--- src/rtl/sdi_sb_pkg.sv ---
package sdi_sb_pkg;

  // Role of the current word inside a TRS preamble window
  typedef enum logic [2:0] {
    CLS_PASS      = 3'd0,  // outside the window
    CLS_ONES_SUB  = 3'd1,  // ones group, replaceable
    CLS_ONES_KEEP = 3'd2,  // last ones word, kept for framing
    CLS_ZERO_KEEP = 3'd3,  // leading zeros words, kept for framing
    CLS_ZERO_SUB  = 3'd4   // remaining zeros words, replaceable
  } pos_cls_e;

endpackage

--- src/rtl/sb_trs_tracker.sv ---
module sb_trs_tracker
  import sdi_sb_pkg::*;
#(
  parameter int GRP  = 8,
  parameter int NGRP = 3,
  parameter int KEEP = 2
) (
  input  logic     clk,
  input  logic     rst,
  input  logic     ce,
  input  logic     trs,
  output pos_cls_e cls
);

  localparam int TOTAL = GRP * NGRP;
  localparam int CW    = $clog2(TOTAL);

  logic [CW-1:0] cnt;
  logic          act;
  logic [CW-1:0] cur;

  always_comb cur = trs ? '0 : cnt;

  always_ff @(posedge clk) begin
    if (rst) begin
      cnt <= '0;
      act <= 1'b0;
    end else if (ce) begin
      if (trs) begin
        act <= 1'b1;
        cnt <= CW'(1);
      end else if (act) begin
        if (cnt == CW'(TOTAL - 1)) begin
          act <= 1'b0;
          cnt <= '0;
        end else begin
          cnt <= cnt + CW'(1);
        end
      end
    end
  end

  always_comb begin
    if (!(trs || act))                  cls = CLS_PASS;
    else if (cur <  CW'(GRP - 1))       cls = CLS_ONES_SUB;
    else if (cur == CW'(GRP - 1))       cls = CLS_ONES_KEEP;
    else if (cur <  CW'(GRP + KEEP))    cls = CLS_ZERO_KEEP;
    else                                cls = CLS_ZERO_SUB;
  end

  // a flagged word always sits at the head of the ones group
  a_r3_flag_is_head: assert property (@(posedge clk) disable iff (rst)
    (ce && trs) |-> (cls == CLS_ONES_SUB));

endmodule

--- src/rtl/sb_word_map.sv ---
module sb_word_map
  import sdi_sb_pkg::*;
#(
  parameter int W      = 10,
  parameter bit INSERT = 1'b1
) (
  input  logic         clk,
  input  logic         rst,
  input  logic         ce,
  input  logic [W-1:0] word,
  input  logic         trs,
  input  pos_cls_e     cls,
  output logic [W-1:0] out_word,
  output logic         out_trs
);

  localparam logic [W-1:0] ALL1     = {W{1'b1}};
  localparam logic [W-1:0] ALL0     = '0;
  localparam logic [W-1:0] MARK     = W'(2);
  localparam logic [W-1:0] ONES_ALT = ALL1 & ~MARK;

  logic [W-1:0] mapped;

  generate
    if (INSERT) begin : g_ins
      always_comb begin
        mapped = word;
        case (cls)
          CLS_ONES_SUB: if (word == ALL1) mapped = ONES_ALT;
          CLS_ZERO_SUB: if (word == ALL0) mapped = MARK;
          default: ;
        endcase
      end

      // replaceable ones words leave as the altered code
      a_r4_ones_alt: assert property (@(posedge clk) disable iff (rst)
        (ce && cls == CLS_ONES_SUB && word == ALL1) |=> (out_word == ONES_ALT));
      // last ones word kept intact
      a_r4_last_kept: assert property (@(posedge clk) disable iff (rst)
        (ce && cls == CLS_ONES_KEEP) |=> (out_word == $past(word)));
      // framing zeros kept, the rest marked
      a_r5_zero_kept: assert property (@(posedge clk) disable iff (rst)
        (ce && cls == CLS_ZERO_KEEP) |=> (out_word == $past(word)));
      a_r5_zero_mark: assert property (@(posedge clk) disable iff (rst)
        (ce && cls == CLS_ZERO_SUB && word == ALL0) |=> (out_word == MARK));
    end else begin : g_rem
      always_comb begin
        mapped = word;
        case (cls)
          CLS_ONES_SUB: if (word == ONES_ALT) mapped = ALL1;
          CLS_ZERO_SUB: if (word == MARK)     mapped = ALL0;
          default: ;
        endcase
      end

      // restoration only in the matching positions
      a_r7_ones_back: assert property (@(posedge clk) disable iff (rst)
        (ce && cls == CLS_ONES_SUB && word == ONES_ALT) |=> (out_word == ALL1));
      a_r7_zero_back: assert property (@(posedge clk) disable iff (rst)
        (ce && cls == CLS_ZERO_SUB && word == MARK) |=> (out_word == ALL0));
      a_r7_keep_pos: assert property (@(posedge clk) disable iff (rst)
        (ce && (cls == CLS_ONES_KEEP || cls == CLS_ZERO_KEEP)) |=> (out_word == $past(word)));
    end
  endgenerate

  always_ff @(posedge clk) begin
    if (rst) begin
      out_word <= '0;
      out_trs  <= 1'b0;
    end else if (ce) begin
      out_word <= mapped;
      out_trs  <= trs;
    end
  end

  // outputs frozen while the enable is low
  a_r2_hold: assert property (@(posedge clk) disable iff (rst)
    !ce |=> ($stable(out_word) && $stable(out_trs)));
  // words outside the window pass unchanged
  a_r6_outside: assert property (@(posedge clk) disable iff (rst)
    (ce && cls == CLS_PASS) |=> (out_word == $past(word)));
  // flag delayed by one enabled cycle
  a_r10_flag_delay: assert property (@(posedge clk) disable iff (rst)
    ce |=> (out_trs == $past(trs)));

endmodule

--- src/rtl/sdi_sync_bits.sv ---
module sdi_sync_bits
  import sdi_sb_pkg::*;
#(
  parameter int W    = 10,
  parameter int GRP  = 8,
  parameter int NGRP = 3,
  parameter int KEEP = 2
) (
  input  logic         clk,
  input  logic         rst,
  input  logic         ce,
  input  logic [W-1:0] tx_word,
  input  logic         tx_trs,
  output logic [W-1:0] tx_out,
  output logic         tx_trs_out,
  input  logic [W-1:0] rx_word,
  input  logic         rx_trs,
  output logic [W-1:0] rx_out,
  output logic         rx_trs_out,
  output logic         out_valid
);

  pos_cls_e tx_cls;
  pos_cls_e rx_cls;

  sb_trs_tracker #(.GRP(GRP), .NGRP(NGRP), .KEEP(KEEP)) u_tx_pos (
    .clk(clk), .rst(rst), .ce(ce), .trs(tx_trs), .cls(tx_cls)
  );

  sb_word_map #(.W(W), .INSERT(1'b1)) u_tx_map (
    .clk(clk), .rst(rst), .ce(ce), .word(tx_word), .trs(tx_trs), .cls(tx_cls),
    .out_word(tx_out), .out_trs(tx_trs_out)
  );

  sb_trs_tracker #(.GRP(GRP), .NGRP(NGRP), .KEEP(KEEP)) u_rx_pos (
    .clk(clk), .rst(rst), .ce(ce), .trs(rx_trs), .cls(rx_cls)
  );

  sb_word_map #(.W(W), .INSERT(1'b0)) u_rx_map (
    .clk(clk), .rst(rst), .ce(ce), .word(rx_word), .trs(rx_trs), .cls(rx_cls),
    .out_word(rx_out), .out_trs(rx_trs_out)
  );

  always_ff @(posedge clk) begin
    if (rst) out_valid <= 1'b0;
    else     out_valid <= ce;
  end

  // valid follows the enable by one edge
  a_r2_valid_hi: assert property (@(posedge clk) disable iff (rst) ce |=> out_valid);
  a_r2_valid_lo: assert property (@(posedge clk) disable iff (rst) !ce |=> !out_valid);

endmodule

--- config.mk ---
export PLATFORM = sky130hd
export DESIGN_NAME = sdi_sync_bits
export DESIGN_NICKNAME = d
export VERILOG_FILES = /design/src/rtl/sdi_sb_pkg.sv /design/src/rtl/sb_trs_tracker.sv /design/src/rtl/sb_word_map.sv /design/src/rtl/sdi_sync_bits.sv
export SDC_FILE = /design/constraint.sdc
export NUM_CORES = 1
export LEC_CHECK = 0
export ABC_AREA = 1
export BUFFER_PORTS_ARGS = -buffer_cell sky130_fd_sc_hd__buf_2
export CORE_ASPECT_RATIO = 0.7
export CORE_UTILIZATION = 46
export DETAILED_ROUTE_END_ITERATION = 8
export PLACE_DENSITY = 0.78
export REMOVE_ABC_BUFFERS = 1
export SYNTH_ARGS = -nofsm -noshare
export SYNTH_HDL_FRONTEND = slang
export SYNTH_HIERARCHICAL = 1
export SYNTH_SLANG_ARGS = --single-unit
--- constraint.sdc ---
create_clock -name clk -period 1.4 [get_ports clk]
set_input_delay 0.35 -clock clk [delete_from_list [all_inputs] [get_ports clk]]
set_output_delay 0.35 -clock clk [all_outputs]
set_load 0.02 [all_outputs]
==> results of run 1 <==
[state kept, by name, summed over array words and instances (netlist names)]
register	count
u_rx_map/out_trs	1
out_valid	1
u_tx_map/out_word	10
u_rx_map/out_word	10
u_rx_pos/cnt	5
u_rx_pos/act	1
u_tx_pos/act	1
u_tx_map/out_trs	1
u_tx_pos/cnt	5
[critical path, stage by stage, from the launching register on]
cell and delay (ns):
dfxtp_4 0.39, o21ai_2 0.08, or2_4 0.24, nand2_1 0.06, nor2_1 0.04, or2_0 0.23, nor2_1 0.09, a21oi_1 0.06
nand2_1 0.09, a21oi_2 0.05
[metal layers]
| layer | vias up | wire length (um) | GRT usage |
|---|---|---|---|
| met4 | 0 | 44 | 0.102 |
| met2 | 61 | 1910 | 0.371 |
| met1 | 832 | 2110 | 0.321 |
| met3 | 7 | 310 | 0.0686 |
| met5 | - | 0 | 0 |
| li1 | 981 | - | - |
[report_power, final]
group / internal [mW] / switching, mW / total [mW]
Combinational: 0.138 / 0.213 / 0.352
Sequential: 1.04 / 0.0249 / 1.06
Clock: 0.402 / 0.423 / 0.824
Total: 1.58 / 0.661 / 2.24
[layout make-up]
cell class	instances	area, um^2	area share
Clock buffer	6	82.6	0.0353
Clock inverter	2	16.3	0.00695
Inverter	27	101	0.0433
Multi-Input combinational cell	199	957	0.409
Sequential cell	35	716	0.306
Tap cell	50	62.6	0.0267
Timing Repair Buffer	68	405	0.173
[how the worst max path moves through the flow]
stage,startpoint,end,cells past startpoint
after floorplan,u_rx_pos/cnt[4]$_SDFFE_PP0P_,u_rx_map/out_word[1]$_SDFFE_PP0P_,9
after global placement,rx_trs,u_rx_map/out_word[1]$_SDFFE_PP0P_,11
after detailed placement,rx_trs,u_rx_map/out_word[1]$_SDFFE_PP0P_,9
after CTS,u_rx_pos/cnt[4]$_SDFFE_PP0P_,u_rx_map/out_word[1]$_SDFFE_PP0P_,9
after global routing,u_tx_pos/cnt[4]$_SDFFE_PP0P_,u_tx_map/out_word[1]$_SDFFE_PP0P_,10
final,u_rx_pos/cnt[4]$_SDFFE_PP0P_,u_rx_map/out_word[1]$_SDFFE_PP0P_,9
[placed cells by master (no fill, tap or decap), types with 5 or more instances in the layout]
| master | Yosys | final |
|---|---|---|
| nand2_1 | 90 | 89 |
| buf_2 | 2 | 47 |
| nor2_1 | 38 | 36 |
| dfxtp_1 | 35 | 27 |
| a21oi_1 | 27 | 27 |
| inv_1 | 22 | 22 |
| buf_4 | 0 | 20 |
| nor2_2 | 9 | 11 |
| clkbuf_8 | 0 | 6 |
| nand3_1 | 8 | 6 |
| dfxtp_2 | 0 | 6 |
| nand4_1 | 5 | 5 |
| inv_2 | 5 | 5 |
[cell families (layout without fill, tap and decap cells)]
logic type      after synthesis  in the layout  synth area share
compound gates               38             38             0.123
fa+ha+maj                     2              2            0.0144
flops                        35             35             0.403
simple gates                159            159             0.384
buf+inv                      32            103            0.0749
[metrics by stage]
step	worst slack, ns	cell area [um^2]	std cells	total power, mW
3_3_place_gp	-0.136	2180	379	1.43
5_1_grt	-0.175	2340	387	2.33
6_report	-0.0345	2340	387	2.24
4_1_cts	-0.00499	2310	387	2.24
2_1_floorplan	-0.00168	1710	261	1.25
3_5_place_dp	-0.211	2180	379	1.43
[timing repair]
action | in CTS | in global routing
endpoints found under the setup margin | 2 | 5
resized for setup | 16 | 7
pin swaps | 7 | 1
==> run metrics, run 1 <==
fin. max-slew vios=0; sequential share of the synthesized area=0.403; Clk Latency, worst-skew pair=0.30 ns; Final ANT Viol Nets=0; area fraction of the dominant cell type after synthesis=0.403; YS warnings=6; Initial Util=0.488; Via Count=1881; Async SR Flop Fraction=0; grt total ovfl=0; R2R setup slack=-0.03 ns; IO Pins=48; Data arrival, critical path=1.64 ns; fill count=325; origin of the critical flop-to-flop path=u_rx_pos/cnt[4]$_SDFFE_PP0P_; final setup margin=-0.0345 ns; ant diodes=0; cts hold-fix bufs=0; Mean Syn Cell Area=6.53 um^2; Synth cell types=22; first-pass GRT wire length=7.18 mm; failing checks=setup timing; vias in the first global route=1691; Top FF cell, synth=dfxtp_1; P&R area growth vs syn=34.7%; Detailed Route WL=4.38 mm; reg2reg path depth=9; share of post-route cells with drive strength above 1=0.341; initial DRC count=91; most common cell in the synthesized netlist=nand2_1; Gate Count Post-Synth=266; Fmax=0.697 GHz; final net count=363; final setup vio count=2; DIE AREA=0.00403 mm^2; Tightest Pin Transition=0.323 ns; peak supply drop=862 uV; fin util=0.658; maximum capacitance violations=0; Root Driver=clkbuf_8; EDFF count, synth=0; Hold WC Path Type=input pin to flip-flop; CP required=1.61 ns; status=complete, but fails checks; minimum hold slack=0.294 ns; DRT Pass-1 Iters=4; Max FO, Critical Path=4; initial antenna violation count=0; row count=18; unrepaired setup endpoints after global routing=true; largest cells by area after synthesis=dfxtp_1 40%, nand2_1 19%, nor2_1 8.2%, a21oi_1 7.8%, inv_1 4.8%; Clock Tree Buf Depth=2; most frequent cells after synthesis=90 x nand2_1, 38 x nor2_1, 35 x dfxtp_1, 27 x a21oi_1, 22 x inv_1; DRC viols=0; clock-pin slew on the worst setup and hold paths=0.08 ns; Pleak=1.11 nW; clock sink total=35; Fin. Hold Viols=0; die height=53.4 um; CTS tree=built; Post-CTS Setup Repair Bufs=0; Die X=75.5 um; Mapped Area=0.00174 mm^2; TritonCTS Buffers=5; Total GRT Usage=0.243; IO Port Bufs=47; H-Tree Depth=2; Avg WL per Cell=11.3 um; hold path start=tx_word[1]; largest net degree at the start of global routing=17; Yosys top cell by area=dfxtp_1; Tmin final=1.43 ns; gpl congestion=0.884; crit path kind=flip-flop to flip-flop; post-DP HPWL=3.10 mm; crit path launch type=flip-flop; Hold Path Stages=3; Power Dens Cells=956 mW/mm^2; Final Cycle Share=1.02; final clock skew=0.00599 ns; register bit count reported by yosys=35; critical path capture point type=flip-flop; Core ar.=0.00356 mm^2; Rel. slew slack=0.784; Min-Delay Endpoint=u_tx_map/out_word[1]$_SDFFE_PP0P_; worst r2r dst=u_rx_map/out_word[1]$_SDFFE_PP0P_; via/cell ratio=4.86; final-layout setup total negative slack=-0.0677 ns
(Power assumes the default switching activity.)
==> run 2: changes to the inputs <==
- CORE_UTILIZATION: 46 -> 45
- SYNTH_HIERARCHICAL: 1 -> unset
==> run 2 against run 1 <==
The flow now finishes without violations. Clock skew shrank 0.0029 ns. Non-clock buffer count shrank 17. Fmax grew 16%.
==> run metrics, run 2 <==
post-DP HPWL=2.62 mm; Power Dens Cells=1080 mW/mm^2; Via Count=1584; Mean Syn Cell Area=7.08 um^2; post_cts resized=0; Clock Tree Buf Depth=2; Async SR Flop Fraction=0; final-layout setup total negative slack=0 ns; Logic pwr share=0.148; Clock power frac=0.326; critical path capture point type=flip-flop; Hold WC Path Type=input pin to flip-flop; largest net degree at the start of global routing=22; P_sw=0.562 mW; CTS tree=built; placed cell count=310; most common cell after layout, fill and taps aside=buf_2; grt total ovfl=0; Yosys top cell by area=dfxtp_1; fin util=0.593; status=finished clean; Avg WL per Cell=11.6 um; final net count=297; unrepaired setup endpoints after global routing=false; first-pass GRT wire length=5.99 mm; Max FO, Critical Path=4; initial DRC count=187; die height=51.1 um; vias in the first global route=1286; initial antenna violation count=0; Reg power frac=0.526; TritonCTS Buffers=5; crit path kind=flip-flop to flip-flop; final setup vio count=0; largest cells by area after synthesis=dfxtp_1 45%, nor2_1 10%, nand2_1 8.5%, o21ai_0 8.1%, a21oi_1 6.1%; P_int=1.49 mW; most frequent cells after synthesis=42 x nor2_1, 35 x dfxtp_1, 35 x nand2_1, 25 x o21ai_0, 22 x inv_1; register bit count reported by yosys=35; R2R setup slack=0.16 ns; ant diodes=0; most common cell in the synthesized netlist=nor2_1; Data arrival, critical path=1.42 ns; maximum capacitance violations=0; share of post-route cells with drive strength above 1=0.223; Gate Count Post-Synth=219; sw frac=0.274; fin. max-slew vios=0; area fraction of the dominant cell type after synthesis=0.452; clock-pin slew on the worst setup and hold paths=0.07 ns; Fmax=0.809 GHz; H-Tree Depth=2; Core ar.=0.00321 mm^2; IO Port Bufs=47; Clk Latency, worst-skew pair=0.29 ns; Top Registers=u_rx_map.out_word x10, u_tx_map.out_word x10; Top FF cell, synth=dfxtp_1; Final ANT Viol Nets=0; crit path launch type=flip-flop; Pleak=0.912 nW; Synth cell types=20; gpl congestion=1.00; Total GRT Usage=0.218; Initial Util=0.483; cts hold-fix bufs=0; Die X=72.2 um; Fin. Hold Viols=0; final cell count without fillers=316; commonest cells after routing, fill and taps aside=47 x buf_2, 42 x nor2_1, 35 x nand2_1, 35 x dfxtp_1, 25 x o21ai_0; DIE AREA=0.00369 mm^2; EDFF count, synth=0; Final Cycle Share=0.883; sequential share of the synthesized area=0.452; Mapped Area=0.00155 mm^2; via/cell ratio=5.01; final clock skew=0.00313 ns; peak supply drop=647 uV; DRT Pass-1 Iters=4; IO Pins=48; clock sink total=35; Tmin final=1.24 ns; total power=2.05 mW; CP required=1.58 ns; DRC viols=0; Root Driver=clkbuf_8; Tightest Pin Transition=0.339 ns; Post-CTS Setup Repair Bufs=0; Rel. slew slack=0.774; Detailed Route WL=3.65 mm; P&R area growth vs syn=22.7%; YS warnings=0; row count=17
## run 2: cell types whose count changed after synthesis, sizes merged, moves of 4 or more
cell | previous run | this run
nand2 | 90 | 35
o21ai | 6 | 27
a21oi | 30 | 19
nand3 | 8 | 14
nor2 | 47 | 42
or2 | 4 | 0
## run 2: routing by layer
metal / vias to the layer above / part of all wire / track usage
li1: 815 / - / -
met5: - / 0 / 0
met4: 0 / 0.022 / 0.0882
met1: 698 / 0.51 / 0.310
met2: 64 / 0.38 / 0.283
met3: 7 / 0.092 / 0.0927
## run 2: cell type report
cell class / count / area [um^2]
clock buffer: 6 / 72.6
timing repair buffer: 51 / 265
sequential: 35 / 701
tap: 47 / 58.8
inverter: 24 / 90.1
fill: 317 / 1310
multi-input combinational: 153 / 716
## run 2: power by group through the flow
stage	logic, mW	registers, mW	clock network, mW
after global placement	0.300	1.10	0
after CTS	0.303	1.08	0.685
after floorplan	0.106	1.15	0
after global routing	0.338	1.09	0.725
final	0.303	1.08	0.669
after detailed placement	0.302	1.10	0
## run 2: through the flow
stage	setup WS [ns]	hold slack [ns]	instance area, um^2
global route	0.0570	0.326	1900
floorplan	0.344	0.419	1510
finish	0.163	0.315	1900
CTS	0.169	0.307	1900
global placement	0.174	0.453	1830
detailed placement	0.182	0.454	1830
## run 2: cell families (layout without fill, tap and decap cells)
group / after synthesis / after routing / synth area share
AOI/OAI and AO/OA: 50 / 50 / 0.173
xor gates and xnor gates: 2 / 2 / 0.0113
adders and majority gates: 2 / 2 / 0.0161
buffers and inverters: 31 / 81 / 0.0871
DFF: 35 / 35 / 0.452
and+or+nand+nor: 99 / 99 / 0.261
## run 2: final timing paths
kind                                     start                                 to  depth (start not counted)
max               u_tx_pos.cnt[1]$_SDFFE_PP0P_          u_tx_pos.act$_SDFFE_PP0P_                          6
min                                 rx_word[3]  u_rx_map.out_word[3]$_SDFFE_PP0P_                          3
max reg2reg       u_tx_pos.cnt[1]$_SDFFE_PP0P_          u_tx_pos.act$_SDFFE_PP0P_                          6
min reg2reg  u_rx_map.out_word[1]$_SDFFE_PP0P_  u_rx_map.out_word[1]$_SDFFE_PP0P_                          2
## run 2: worst max-delay path, cell delays in order, from the launching register on
cell and delay (ns):
dfxtp_1 0.40, ha_1 0.21, nand2_1 0.06, inv_1 0.09, nand3_1 0.13, o21ai_0 0.17, a21oi_1 0.08
==> run 3: changes to the inputs <==
- CORE_UTILIZATION: 45 -> 47
- CTS_BUF_LIST: unset -> sky130_fd_sc_hd__clkbuf_8
- CTS_CLUSTER_DIAMETER: unset -> 80
- PLACE_DENSITY: 0.78 -> 0.81
==> run 3 against run 2 <==
Non-clock buffer count is the same. The flow now finishes with violations (DRC). Clock-buffer cell count is the same. Largest power group unchanged. Sequential share of layout area fell by 0.31 points.
==> run metrics, run 3 (synthesis results as in run 2) <==
status=complete, but fails checks; failing checks=DRC; Clock Tree Buf Depth=2; multi-input logic area=716 um^2; critical path startpoint=u_rx_pos.cnt[1]$_SDFFE_PP0P_; TritonCTS Buffers=5; final net count=297; die height=50.1 um; cts hold-fix bufs=0; Clk Latency, worst-skew pair=0.29 ns; initial antenna violation count=0; final cell count without fillers=308; Top Registers=u_rx_map.out_word x10, u_tx_map.out_word x10; Final Cycle Share=0.867; share of post-route cells with drive strength above 1=0.230; Register Area=701 um^2; CP required=1.58 ns; Tmin final=1.21 ns; fin util=0.610; DRC viols=6; ant diodes=0; Via Count=1585; final clock skew=0.00517 ns; Final ANT Viol Nets=0; Avg WL per Cell=12.1 um; clock-pin slew on the worst setup and hold paths=0.07 ns; Fin. Hold Viols=0; crit path kind=flip-flop to flip-flop; unrepaired setup endpoints after global routing=false; placed cell count=301; grt total ovfl=0; Post-CTS Setup Repair Bufs=0; crit path launch type=flip-flop; Power Dens Cells=1110 mW/mm^2; first-pass GRT wire length=6.31 mm; Data arrival, critical path=1.40 ns; DRT Pass-1 Iters=6; peak supply drop=839 uV; IO Port Bufs=47; clock sink total=35; critical path capture point type=flip-flop; vias in the first global route=1374; Hold WC Path Type=input pin to flip-flop; most common cell after layout, fill and taps aside=buf_2; Total GRT Usage=0.232; Rel. slew slack=0.775; minimum hold slack=0.314 ns; fin. max-slew vios=0; DIE AREA=0.00354 mm^2; Max FO, Critical Path=4; Die X=70.7 um; Pleak=0.927 nW; Tightest Pin Transition=0.338 ns; final-layout setup total negative slack=0 ns; Root Driver=clkbuf_8; Fmax=0.824 GHz; Initial Util=0.493; Post-DP Area=0.00183 mm^2; gpl congestion=0.913; Core ar.=0.00315 mm^2; H-Tree Depth=2; P&R area growth vs syn=23.7%; fin area=0.00192 mm^2; IO Pins=48; origin of the critical flop-to-flop path=u_rx_pos.cnt[1]$_SDFFE_PP0P_; fill count=310; CTS tree=built; row count=17; largest net degree at the start of global routing=20; maximum capacitance violations=0; hold path start=tx_word[7]; Detailed Route WL=3.74 mm; post_cts resized=0; final setup vio count=0; initial DRC count=117; commonest cells after routing, fill and taps aside=47 x buf_2, 42 x nor2_1, 35 x nand2_1, 35 x dfxtp_1, 25 x o21ai_0; post-DP HPWL=2.63 mm; via/cell ratio=5.15
==> run 3: final timing paths <==
check	to	slack (ns)	cells past startpoint
min reg2reg	u_rx_map.out_word[1]$_SDFFE_PP0P_	0.47	2
max reg2reg	u_rx_pos.act$_SDFFE_PP0P_	0.19	6
min	u_tx_map.out_word[7]$_SDFFE_PP0P_	0.31	3
max	u_rx_pos.act$_SDFFE_PP0P_	0.19	6
==> run 3: critical path, stage by stage (launching register included) <==
cell     delay [ns]
dfxtp_1        0.38
ha_1           0.18
nand2_1        0.07
inv_1          0.10
nand3_1        0.13
o21ai_0        0.17
a21oi_1        0.08
==> run 3: power breakdown <==
part	switching, mW	internal (mW)	total (mW)
registers	0.0292	1.05	1.08
clock network	0.357	0.386	0.743
logic	0.197	0.112	0.309
==> run 3: through the flow <==
step                      power, mW  setup slack [ns]
final                          2.13             0.186
after global routing           2.23            0.0330
after CTS                      2.14             0.200
after detailed placement       1.41             0.205
after global placement         1.40             0.216
after floorplan                1.26             0.344
==> run 3: per-layer routing <==
layer	part of all wire	global-route usage	vias to the layer above
met4	0.0096	0.0600	0
met1	0.48	0.331	698
met3	0.092	0.0757	6
met2	0.41	0.335	66
met5	0	0	-
li1	-	-	815
==> run 3: layout make-up <==
cell class,count,share of cell area
Clock buffer,6,0.0430
Clock inverter,1,0.00261
Inverter,24,0.0469
Multi-Input combinational cell,153,0.373
Sequential cell,35,0.365
Tap cell,38,0.0248
Timing Repair Buffer,51,0.145
